File: src/rtl/tmr3_pkg.sv
package tmr3_pkg;
  localparam int BYTE_W  = 8;
  localparam int CNT_W   = 2 * BYTE_W;
  localparam int NUM_CNT = 3;

  // host address map (byte registers)
  localparam int A_CTRL    = 0;
  localparam int A_MODE0   = 1;   // mode byte of counter k at A_MODE0 + k
  localparam int A_RELOAD0 = 4;   // reload port of counter k at A_RELOAD0 + k
  localparam int A_COUNT0  = 8;   // count of counter k: low at A_COUNT0 + 2k, high one above

  // stored bits of the control register, bits 7..2; bits 1..0 are not kept
  typedef struct packed {
    logic [NUM_CNT-1:0] gate;     // [2] counter 5, [1] counter 4, [0] counter 3
    logic               pair_off; // 0: counters 4 and 5 chained
    logic [1:0]         ext_sel;  // [1] counter 4, [0] counter 3
  } ctrl_t;
endpackage

File: src/rtl/tmr3_prescale.sv
module tmr3_prescale #(
  parameter int DIV = 8
) (
  input  logic clk,
  input  logic rst,
  output logic tick
);
  localparam int PW = (DIV > 2) ? $clog2(DIV) : 1;
  localparam logic [PW-1:0] LAST = PW'(DIV - 1);

  logic [PW-1:0] cnt_q;
  logic          tick_q;

  always_ff @(posedge clk) begin
    if (rst) begin
      cnt_q  <= '0;
      tick_q <= 1'b0;
    end else begin
      cnt_q  <= (cnt_q == LAST) ? '0 : cnt_q + 1'b1;
      tick_q <= (cnt_q == LAST);
    end
  end

  assign tick = tick_q;

  generate
    if (DIV > 1) begin : g_spacing

      tick_spacing_chk: assert property (@(posedge clk) disable iff (rst)
        tick_q |=> !tick_q);
    end
  endgenerate
endmodule

File: src/rtl/tmr3_edge_sync.sv
module tmr3_edge_sync #(
  parameter int STAGES = 2
) (
  input  logic clk,
  input  logic rst,
  input  logic din,
  output logic rise
);
  logic [STAGES:0] sh_q;
  logic            rise_q;

  always_ff @(posedge clk) begin
    if (rst) begin
      sh_q   <= '0;
      rise_q <= 1'b0;
    end else begin
      sh_q   <= {sh_q[STAGES-1:0], din};
      rise_q <= sh_q[STAGES-1] & ~sh_q[STAGES];
    end
  end

  assign rise = rise_q;


  one_pulse_chk: assert property (@(posedge clk) disable iff (rst)
    rise_q |=> !rise_q);
endmodule

File: src/rtl/tmr3_counter.sv
module tmr3_counter #(
  parameter int W = 16
) (
  input  logic         clk,
  input  logic         rst,
  input  logic         gate,
  input  logic         tick,
  input  logic         load,
  input  logic [W-1:0] load_val,
  output logic [W-1:0] count,
  output logic         tc,
  output logic         out_n
);
  localparam logic [W-1:0] ONE = W'(1);

  logic [W-1:0] count_q;
  logic [W-1:0] reload_q;
  logic         armed_q;
  logic         out_q;
  logic         step;

  assign step = tick & gate & armed_q;
  assign tc   = step & (count_q == ONE);

  always_ff @(posedge clk) begin
    if (rst) begin
      count_q  <= '0;
      reload_q <= '0;
      armed_q  <= 1'b0;
      out_q    <= 1'b1;
    end else begin
      if (load) begin
        count_q  <= load_val;
        reload_q <= load_val;
        armed_q  <= 1'b1;
      end else if (step) begin
        count_q  <= (count_q == ONE) ? reload_q : count_q - 1'b1;
      end
      out_q <= ~(armed_q && (count_q == ONE));
    end
  end

  assign count = count_q;
  assign out_n = out_q;


  halt_hold_chk: assert property (@(posedge clk) disable iff (rst)
    (!gate && !load) |=> $stable(count_q));

  reload_chk: assert property (@(posedge clk) disable iff (rst)
    (tc && !load) |=> (count_q == $past(reload_q)));

  load_chk: assert property (@(posedge clk) disable iff (rst)
    load |=> (count_q == $past(load_val)));
endmodule

File: src/rtl/casc_interval_timer.sv
module casc_interval_timer
  import tmr3_pkg::*;
#(
  parameter int ADDR_W    = 4,
  parameter int PRESC_DIV = 8,
  parameter int SYNC_STG  = 2
) (
  input  logic              clk,
  input  logic              rst,
  input  logic              bus_wr,
  input  logic [ADDR_W-1:0] bus_addr,
  input  logic [7:0]        bus_wdata,
  output logic [7:0]        bus_rdata,
  input  logic [1:0]        ext_clk_in,
  output logic [2:0]        tmr_out
);
  ctrl_t              ctrl_q;
  logic [BYTE_W-1:0]  mode_q    [NUM_CNT];
  logic [BYTE_W-1:0]  lo_hold_q [NUM_CNT];
  logic [NUM_CNT-1:0] hi_ptr_q;
  logic [NUM_CNT-1:0] load;
  logic [CNT_W-1:0]   load_val  [NUM_CNT];
  logic [CNT_W-1:0]   count_w   [NUM_CNT];
  logic [NUM_CNT-1:0] tc;
  logic [NUM_CNT-1:0] tick_sel;
  logic [NUM_CNT-1:0] out_w;
  logic [1:0]         ext_rise;
  logic               int_tick;
  logic [7:0]         rd_mux;
  logic [7:0]         rdata_q;

  // ---------------- host writes ----------------
  always_ff @(posedge clk) begin
    if (rst) begin
      ctrl_q   <= '0;
      hi_ptr_q <= '0;
      for (int k = 0; k < NUM_CNT; k++) begin
        mode_q[k]    <= '0;
        lo_hold_q[k] <= '0;
      end
    end else if (bus_wr) begin
      if (bus_addr == ADDR_W'(A_CTRL))
        ctrl_q <= bus_wdata[7:2];
      for (int k = 0; k < NUM_CNT; k++) begin
        if (bus_addr == ADDR_W'(A_MODE0 + k)) begin
          mode_q[k]   <= bus_wdata;
          hi_ptr_q[k] <= 1'b0;
        end
        if (bus_addr == ADDR_W'(A_RELOAD0 + k)) begin
          if (!hi_ptr_q[k]) lo_hold_q[k] <= bus_wdata;
          hi_ptr_q[k] <= ~hi_ptr_q[k];
        end
      end
    end
  end

  always_comb begin
    for (int k = 0; k < NUM_CNT; k++) begin
      load[k]     = bus_wr && (bus_addr == ADDR_W'(A_RELOAD0 + k)) && hi_ptr_q[k];
      load_val[k] = {bus_wdata, lo_hold_q[k]};
    end
  end

  // ---------------- host reads ----------------
  always_comb begin
    rd_mux = '0;
    if (bus_addr == ADDR_W'(A_CTRL))
      rd_mux = {ctrl_q, 2'b00};
    for (int k = 0; k < NUM_CNT; k++) begin
      if (bus_addr == ADDR_W'(A_MODE0 + k))
        rd_mux = mode_q[k];
      if (bus_addr == ADDR_W'(A_COUNT0 + 2 * k))
        rd_mux = count_w[k][BYTE_W-1:0];
      if (bus_addr == ADDR_W'(A_COUNT0 + 2 * k + 1))
        rd_mux = count_w[k][CNT_W-1:BYTE_W];
    end
  end

  always_ff @(posedge clk) begin
    if (rst) rdata_q <= '0;
    else     rdata_q <= rd_mux;
  end
  assign bus_rdata = rdata_q;

  // ---------------- tick sources ----------------
  tmr3_prescale #(.DIV(PRESC_DIV)) u_presc (
    .clk  (clk),
    .rst  (rst),
    .tick (int_tick)
  );

  generate
    for (genvar k = 0; k < NUM_CNT; k++) begin : g_cnt
      if (k < 2) begin : g_ext
        tmr3_edge_sync #(.STAGES(SYNC_STG)) u_sync (
          .clk  (clk),
          .rst  (rst),
          .din  (ext_clk_in[k]),
          .rise (ext_rise[k])
        );
        assign tick_sel[k] = ctrl_q.ext_sel[k] ? ext_rise[k] : int_tick;
      end else begin : g_chain
        assign tick_sel[k] = ctrl_q.pair_off ? int_tick : tc[1];
      end

      tmr3_counter #(.W(CNT_W)) u_cnt (
        .clk      (clk),
        .rst      (rst),
        .gate     (ctrl_q.gate[k]),
        .tick     (tick_sel[k]),
        .load     (load[k]),
        .load_val (load_val[k]),
        .count    (count_w[k]),
        .tc       (tc[k]),
        .out_n    (out_w[k])
      );
    end
  endgenerate

  assign tmr_out = out_w;


  ctrl_rsvd_chk: assert property (@(posedge clk) disable iff (rst)
    ($past(bus_addr) == ADDR_W'(A_CTRL)) |-> (bus_rdata[1:0] == 2'b00));

  chain_hold_chk: assert property (@(posedge clk) disable iff (rst)
    (!ctrl_q.pair_off && !tc[1] && !load[2]) |=> $stable(count_w[2]));
endmodule

File: config.mk
export PLATFORM = sky130hd
export DESIGN_NAME = casc_interval_timer
export DESIGN_NICKNAME = d
export VERILOG_FILES = /design/src/rtl/tmr3_pkg.sv /design/src/rtl/tmr3_prescale.sv /design/src/rtl/tmr3_edge_sync.sv /design/src/rtl/tmr3_counter.sv /design/src/rtl/casc_interval_timer.sv
export SDC_FILE = /design/constraint.sdc
export NUM_CORES = 1
export LEC_CHECK = 0
export ABC_AREA = 1
export ABC_CLOCK_PERIOD_IN_PS = 1800
export BUFFER_PORTS_ARGS = -buffer_cell sky130_fd_sc_hd__clkbuf_2
export CORE_MARGIN = 2
export CORE_UTILIZATION = 34
export CTS_BUF_LIST = sky130_fd_sc_hd__clkbuf_8
export CTS_CLUSTER_SIZE = 28
export DETAILED_ROUTE_END_ITERATION = 10
export GPL_ROUTABILITY_DRIVEN = 0
export GPL_TIMING_DRIVEN = 0
export SLEW_MARGIN = 20
export SYNTH_ARGS = -nofsm -noshare
export SYNTH_HDL_FRONTEND = slang
export SYNTH_SLANG_ARGS = --single-unit
File: constraint.sdc
create_clock -name clk -period 1.8 [get_ports clk]
set_input_delay 0.18 -clock clk [delete_from_list [all_inputs] [get_ports clk]]
set_output_delay 0.18 -clock clk [all_outputs]
set_load 0.03 [all_outputs]
==> run_results.csv, run 1 <==
group,metric,value,unit
status,status,"finished, final reports clean",
place,port_buffers,26,
timing,layout_min_cycle_time,1.75,ns
timing,clock_skew,0.0145,ns
logic_synthesis,syn-num-nets,1241,
hold_path,min_from,"bus_wdata[6]",
logic_synthesis,yosys_warnings,0,
clock_tree,cts_sinks,179,
clock_tree,cts_buffers,17,
routing,totalWireLength,27600,um
timing,worst_slew_pin_slew,0.805,ns
hold_path,hold_path_end,"g_cnt[2].u_cnt.reload_q[14]$_SDFFE_PP0P_",
setup_path,critical_path_required,2.15,ns
power_and_ir_drop,pwr_density_cell,767,nW/um^2
power_and_ir_drop,p_leak,4.24,nW
floorplanning,rows,58,
logic_synthesis,synth_seq_area_share,0.463,
timing,final_max_slew_viol_count,0,
global_route,grt_pass1_vias,7547,
final_layout,nets,1302,
job,max_cap_violations,0,
global_route,grt_use_total,0.208,
clock_tree,root_buffer,"clkbuf_8",
timing,worst_slack,0.0482,ns
floorplanning,die-width,165,um
clock_tree,clk_pin_slew_worst_paths,0.10,ns
routing,dr.pass1.iters,5,
timing,setup_violations,0,
setup_path,cp-start-kind,"flip-flop",
final_layout,drive_gt1_frac,0.143,
logic_synthesis,ys_ff_latch,179,
logic_synthesis,synth.distinct_cells,37,
timing,max_freq,0.571,GHz
routing,vias,8339,
floorplanning,fp.dieArea,27100,sq um
timing,hold_violations,0,
setup_path,crit_chain,"inv_4 -> ha_4 -> inv_2 -> nor2_2 -> nand2_2 -> nor2_4 -> nand3_4 -> nand2_8 -> nand2_8 -> nand3_2 -> nand2_1 -> nor2_1 -> nor2_1",
logic_synthesis,avgSynthCellArea,7.22,sq um
global_route,grt_antenna_before_repair,0,
routing,routedWlPerCell,17.0,um
timing,relSlewSlack,0.463,
routing,drc,0,
setup_path,r2r_slack,0.05,ns
logic_synthesis,synth_top_area_frac,0.299,
setup_path,criticalPathCategory,"flip-flop to flip-flop",
setup_path,worstSetupEndpointType,"flip-flop",
floorplanning,start_util,0.348,
final_layout,final_cells,1620,
clock_tree,ctsHtreeMaxLevel,4,
setup_path,rr_worst_depth,13,
routing,drtIter0Drc,740,
final_layout,antenna_cells,0,
setup_path,crit_arrival,2.10,ns
global_route,overflow,0,
power_and_ir_drop,peakVddDrop,0.000430,V
logic_synthesis,synth_top_cell_by_area,"dfxtp_1",
setup_path,cp.depth,13,
global_route,grt_pass1_wl,42200,um
setup_path,cp_num_buf_inv,2,
logic_synthesis,synth-edff-count,48,
place,place_ws,-0.322,ns
logic_synthesis,yosysMostFrequentCell,"nand2_1",
setup_path,reg2reg_from,"g_cnt[1].u_cnt.count[1]$_SDFFE_PP0P_",
floorplanning,die_y,165,um
logic_synthesis,syn-instance-count,1216,
setup_path,crit_path_max_fanout,5,
logic_synthesis,synth_ff_type,"dfxtp_1",
place,post-place-cells,1572,
final_layout,fin_util,0.406,
clock_tree,clockBufferDepth,2,
logic_synthesis,yosys-top-cells-count,"320 x nand2_1, 155 x nor2_1, 137 x inv_1",
setup_path,cpPeakStageDelay,0.37,ns
floorplanning,core_area,25300,sq um
floorplanning,io_pins,28,
logic_synthesis,ys_top_cells_by_area,"dfxtp_1 30%, edfxtp_1 16%, nand2_1 14%, nor2_1 6.6%, inv_1 5.9%",
final_layout,areaGrowthSynthToFinish,16.7,%
global_route,grt_max_degree,17,
setup_path,crit_path_top_delay_cell,"dfxtp_4",
place,hpwl,20300,um
setup_path,rr_endpoint,"g_cnt[2].u_cnt.count[11]$_SDFFE_PP0P_",
hold_path,worstHoldPathType,"input pin to flip-flop",
timing,fin_crit_sh,0.973,
timing,grt_setup_unrepaired,"true",
hold_path,holdPathStages,3,
clock_tree,clock_latency,0.48,ns
final_layout,fillers,2565,
logic_synthesis,syn-cell-area,8780,sq um
clock_tree,tritoncts,"built",
setup_path,crit_family,"simple AND/OR/NAND/NOR gates",
routing,routed_via_density,5.15,
logic_synthesis,ys_async_sr_fraction,0,
routing,ant_nets,0,
[state kept, by name (all words and copies together), names as in the netlist]
name and cells:
g_cnt.g_ext.u_sync.sh_q 6, g_cnt.u_cnt.count 48, bus_rdata 8, g_cnt.u_cnt.armed_q 3, g_cnt.g_ext.u_sync.rise 2, g_cnt.u_cnt.out_n 3, ctrl_q 6, mode_q 24
u_presc.cnt_q 3, u_presc.tick 1, hi_ptr_q 3, g_cnt.u_cnt.reload_q 48, lo_hold_q 24
[placed cells by master (no fill, tap or decap), drive strengths merged]
master / n
nand2: 333
o211ai: 15
nor3b: 1
clkinvlp: 3
clkinv: 5
o22ai: 14
xor2: 3
dfxtp: 131
or2: 5
edfxtp: 48
o21bai: 2
nand4: 14
nand3b: 3
nor2: 171
clkbuf: 58
ha: 8
buf: 38
a21oi: 95
nand3: 95
dlygate4sd3: 2
o2111ai: 1
o21a: 2
a31oi: 11
bufinv: 5
nor3: 6
o21ai: 74
xnor2: 3
inv: 144
[per-layer routing]
metal | share of wire | vias up | global-route usage | wire length (um)
met4 | 0.049 | 0 | 0.104 | 1350
met2 | 0.46 | 291 | 0.334 | 12600
met5 | 0 | - | 0 | 0
li1 | - | 4085 | - | -
met1 | 0.43 | 3899 | 0.271 | 11900
met3 | 0.063 | 64 | 0.0354 | 1730
[worst register-to-register path, stage by stage (launching register included)]
cell and delay (ns):
dfxtp_4 0.37, inv_4 0.07, ha_4 0.13, inv_2 0.03, nor2_2 0.10, nand2_2 0.07
nor2_4 0.21, nand3_4 0.13, nand2_8 0.14, nand2_8 0.10, nand3_2 0.10, nand2_1 0.05
nor2_1 0.09, nor2_1 0.04
[where the power goes]
group / switching [W] / internal, W / leakage [nW] / total (W)
Combinational: 0.000295 / 0.0000856 / 2.46 / 0.000381
Clock: 0.00157 / 0.00167 / 0.230 / 0.00324
Sequential: 0.0000310 / 0.00421 / 1.55 / 0.00424
[cell families (layout without fill, tap and decap cells)]
family	count (synthesis)	after routing	synth area share
AND/OR/NAND/NOR	626	628	0.303
AO/OA/AOI/OAI	214	214	0.132
buffers and inverters	183	255	0.0851
flip-flops	179	179	0.463
adder cells (fa/ha/maj)	8	8	0.0114
XOR/XNOR	6	6	0.00599
[cell type report]
cell class                      instances  area, sq um  share of cell area
Buffer                                 41          246              0.0241
Clock buffer                           17          234              0.0228
Clock inverter                         15          229              0.0224
Inverter                              142          539              0.0527
Multi-Input combinational cell        856         4260               0.416
Sequential cell                       179         4080               0.398
Tap cell                              330          413              0.0403
Timing Repair Buffer                   40          240              0.0235
[how the worst max path moves through the flow]
stage | slack [ns] | endpoint | from
after floorplan | 0.22 | g_cnt[2].u_cnt.count[13]$_SDFFE_PP0P_ | g_cnt[2].u_cnt.count[0]$_SDFFE_PP0P_
after global placement | -0.29 | bus_rdata[0]$_SDFF_PP0_ | rst
after detailed placement | -0.32 | bus_rdata[0]$_SDFF_PP0_ | rst
after CTS | 0.005 | g_cnt[2].u_cnt.count[13]$_SDFFE_PP0P_ | g_cnt[2].u_cnt.count[1]$_SDFFE_PP0P_
after global routing | -0.05 | g_cnt[2].u_cnt.count[13]$_SDFFE_PP0P_ | g_cnt[1].u_cnt.count[1]$_SDFFE_PP0P_
final | 0.05 | g_cnt[2].u_cnt.count[11]$_SDFFE_PP0P_ | g_cnt[1].u_cnt.count[1]$_SDFFE_PP0P_
[through the flow]
| stage | hold WS [ns] | total power, W | area (sq um) | setup TNS [ns] |
|---|---|---|---|---|
| 2_1_floorplan | 0.287 | 0.00453 | 8780 | 0 |
| 3_3_place_gp | 0.381 | 0.00469 | 9320 | -23.84 |
| 3_5_place_dp | 0.386 | 0.00470 | 9320 | -26.87 |
| 4_1_cts | 0.0852 | 0.00789 | 9920 | 0 |
| 5_1_grt | 0.104 | 0.00809 | 10200 | -0.452 |
| 6_report | 0.120 | 0.00786 | 10200 | 0 |
[repair_timing]
action / in CTS / in global routing
pin swaps: 4 / 16
gates cloned: 2 / 0
endpoints found under the setup margin: 35 / 48
endpoints found under the hold margin: 2 / 0
buffers inserted: 2 / 10
gates resized for setup: 22 / 76
hold buffers: 2 / 0
No activity file was read; power rests on OpenSTA's default activity.
==> inputs of run 2 (changes only) <==
--- a/config.mk
+++ b/config.mk
@@ -18,4 +18,5 @@
 export SLEW_MARGIN = 20
 export SYNTH_ARGS = -nofsm -noshare
 export SYNTH_HDL_FRONTEND = slang
+export SYNTH_HIERARCHICAL = 1
 export SYNTH_SLANG_ARGS = --single-unit
==> run_results.csv, run 2 <==
group,metric,value,unit
final_layout,nets,1358,
logic_synthesis,avgSynthCellArea,7.27,sq um
global_route,grt_max_degree,18,
setup_path,criticalPathCategory,"flip-flop to flip-flop",
place,dpl_cell_area,9820,sq um
final_layout,multi_input_area,4640,sq um
global_route,grt_use_total,0.205,
timing,layout_min_cycle_time,2.07,ns
global_route,grt_pass1_vias,8130,
timing,relSlewSlack,0.500,
hold_path,min_from,"bus_wdata[7]",
routing,drc,0,
hold_path,holdPathStages,3,
final_layout,fillers,2807,
global_route,grt_pass1_wl,44900,um
place,port_buffers,27,
timing,fin_crit_sh,1.15,
clock_tree,root_buffer,"clkbuf_8",
clock_tree,cts_buffers,17,
logic_synthesis,syn-num-nets,1293,
setup_path,crit_start,"g_cnt[1].u_cnt/count[1]$_SDFFE_PP0P_",
logic_synthesis,syn-cell-area,9220,sq um
clock_tree,clockBufferDepth,2,
routing,totalWireLength,28500,um
place,hpwl,20600,um
final_layout,ff_latch_area,4070,sq um
floorplanning,core_area,26800,sq um
global_route,grt_antenna_before_repair,0,
clock_tree,ctsHtreeMaxLevel,4,
timing,clock_skew,0.0169,ns
routing,routed_via_density,5.17,
final_layout,drive_gt1_frac,0.178,
final_layout,areaGrowthSynthToFinish,16.1,%
routing,dr.pass1.iters,6,
floorplanning,start_util,0.344,
power_and_ir_drop,p_leak,4.65,nW
setup_path,reg2reg_from,"g_cnt[1].u_cnt/count[1]$_SDFFE_PP0P_",
hold_path,worstHoldPathType,"input pin to flip-flop",
timing,hold_violations,0,
timing,max_freq,0.484,GHz
timing,final_max_slew_viol_count,0,
final_layout,most-common-layout-cells,"345 x nand2_1, 127 x a21oi_1, 127 x dfxtp_1, 120 x nor2_1, 118 x inv_1",
floorplanning,rows,60,
floorplanning,io_pins,28,
timing,worst_slew_pin_slew,0.750,ns
timing,grt_setup_unrepaired,"true",
routing,drtIter0Drc,894,
routing,vias,8728,
clock_tree,tritoncts,"built",
timing,setup_violations,31,
clock_tree,clk_pin_slew_worst_paths,0.10,ns
job,max_cap_violations,0,
setup_path,worstSetupEndpointType,"flip-flop",
power_and_ir_drop,pwr_density_cell,719,nW/um^2
final_layout,final_common_cell,"nand2_1",
final_layout,fin_area,10700,sq um
floorplanning,fp.dieArea,28400,sq um
timing,worst_slack,-0.268,ns
timing,setup_tns,-6.26,ns
routing,ant_nets,0,
status,status,"finished, violations left",
final_layout,fin_util,0.399,
power_and_ir_drop,peakVddDrop,0.000371,V
logic_synthesis,yosys_warnings,6,
setup_path,critical_path_required,2.17,ns
floorplanning,die_y,169,um
clock_tree,clock_latency,0.48,ns
global_route,overflow,0,
floorplanning,die-width,169,um
setup_path,rr_worst_depth,16,
clock_tree,cts_sinks,179,
logic_synthesis,syn-instance-count,1268,
routing,routedWlPerCell,16.9,um
final_layout,antenna_cells,0,
setup_path,cp-start-kind,"flip-flop",
status,violations,"setup timing",
setup_path,crit_path_max_fanout,7,
setup_path,crit_arrival,2.44,ns
==> run 2: final timing paths <==
kind,endpoint,slack [ns]
max,g_cnt[2].u_cnt/count[15]$_SDFFE_PP0P_,-0.27
max reg2reg,g_cnt[2].u_cnt/count[15]$_SDFFE_PP0P_,-0.27
min,g_cnt[1].u_cnt/reload_q[15]$_SDFFE_PP0P_,0.16
min reg2reg,g_cnt[1].g_ext.u_sync/rise$_SDFF_PP0_,0.40
==> run 2: final cells by class <==
type	count	area share
clock inverter	15	0.0182
timing repair buffer	46	0.0311
clock buffer	17	0.0219
sequential	179	0.381
tap	341	0.0399
buffer	45	0.0278
multi-input combinational	914	0.434
inverter	130	0.0461
==> run 2: per-layer routing <==
layer / up-vias / global-route usage / part of all wire / wire length (um)
li1: 4260 / - / - / -
met1: 4084 / 0.276 / 0.45 / 12900
met2: 318 / 0.316 / 0.44 / 12400
met3: 66 / 0.0472 / 0.071 / 2020
met4: 0 / 0.0930 / 0.042 / 1210
met5: - / 0 / 0 / 0
==> run 2: what timing repair did <==
action                                  in CTS  in global routing
hold endpoints to repair                     2                  0
setup buffers                               10                  6
pin swaps                                   12                  7
resized for setup                           65                 31
endpoints found under the setup margin      33                 47
gates cloned                                 3                  0
hold buffers                                 2                  0
==> run 2: power by group <==
group          total (W)  switching (W)  internal (W)
combinational   0.000427       0.000328     0.0000995
sequential       0.00425      0.0000379       0.00421
clock            0.00302        0.00160       0.00142
==> run 2: worst max-delay path, stage by stage (launching register included) <==
cell and delay, ns:
dfxtp_4 0.38, inv_4 0.06, ha_4 0.13, inv_2 0.03
nor2_2 0.08, nand2_1 0.06, nor2_1 0.11, nand3_2 0.13
nor2_2 0.15, nand2_1 0.09, o21ai_2 0.07, nand3_1 0.11
nand2_2 0.12, inv_4 0.09, buf_4 0.15, a21oi_1 0.11
a21oi_1 0.08
==> run 2: metrics by stage <==
stage	total power, W	instances	hold slack, ns	setup WS [ns]
after floorplan	0.00455	1268	0.249	-0.00931
after CTS	0.00775	1683	0.114	-0.266
final	0.00769	1687	0.158	-0.268
after global placement	0.00474	1636	0.383	-0.538
after global routing	0.00798	1687	0.140	-0.337
after detailed placement	0.00474	1636	0.381	-0.566
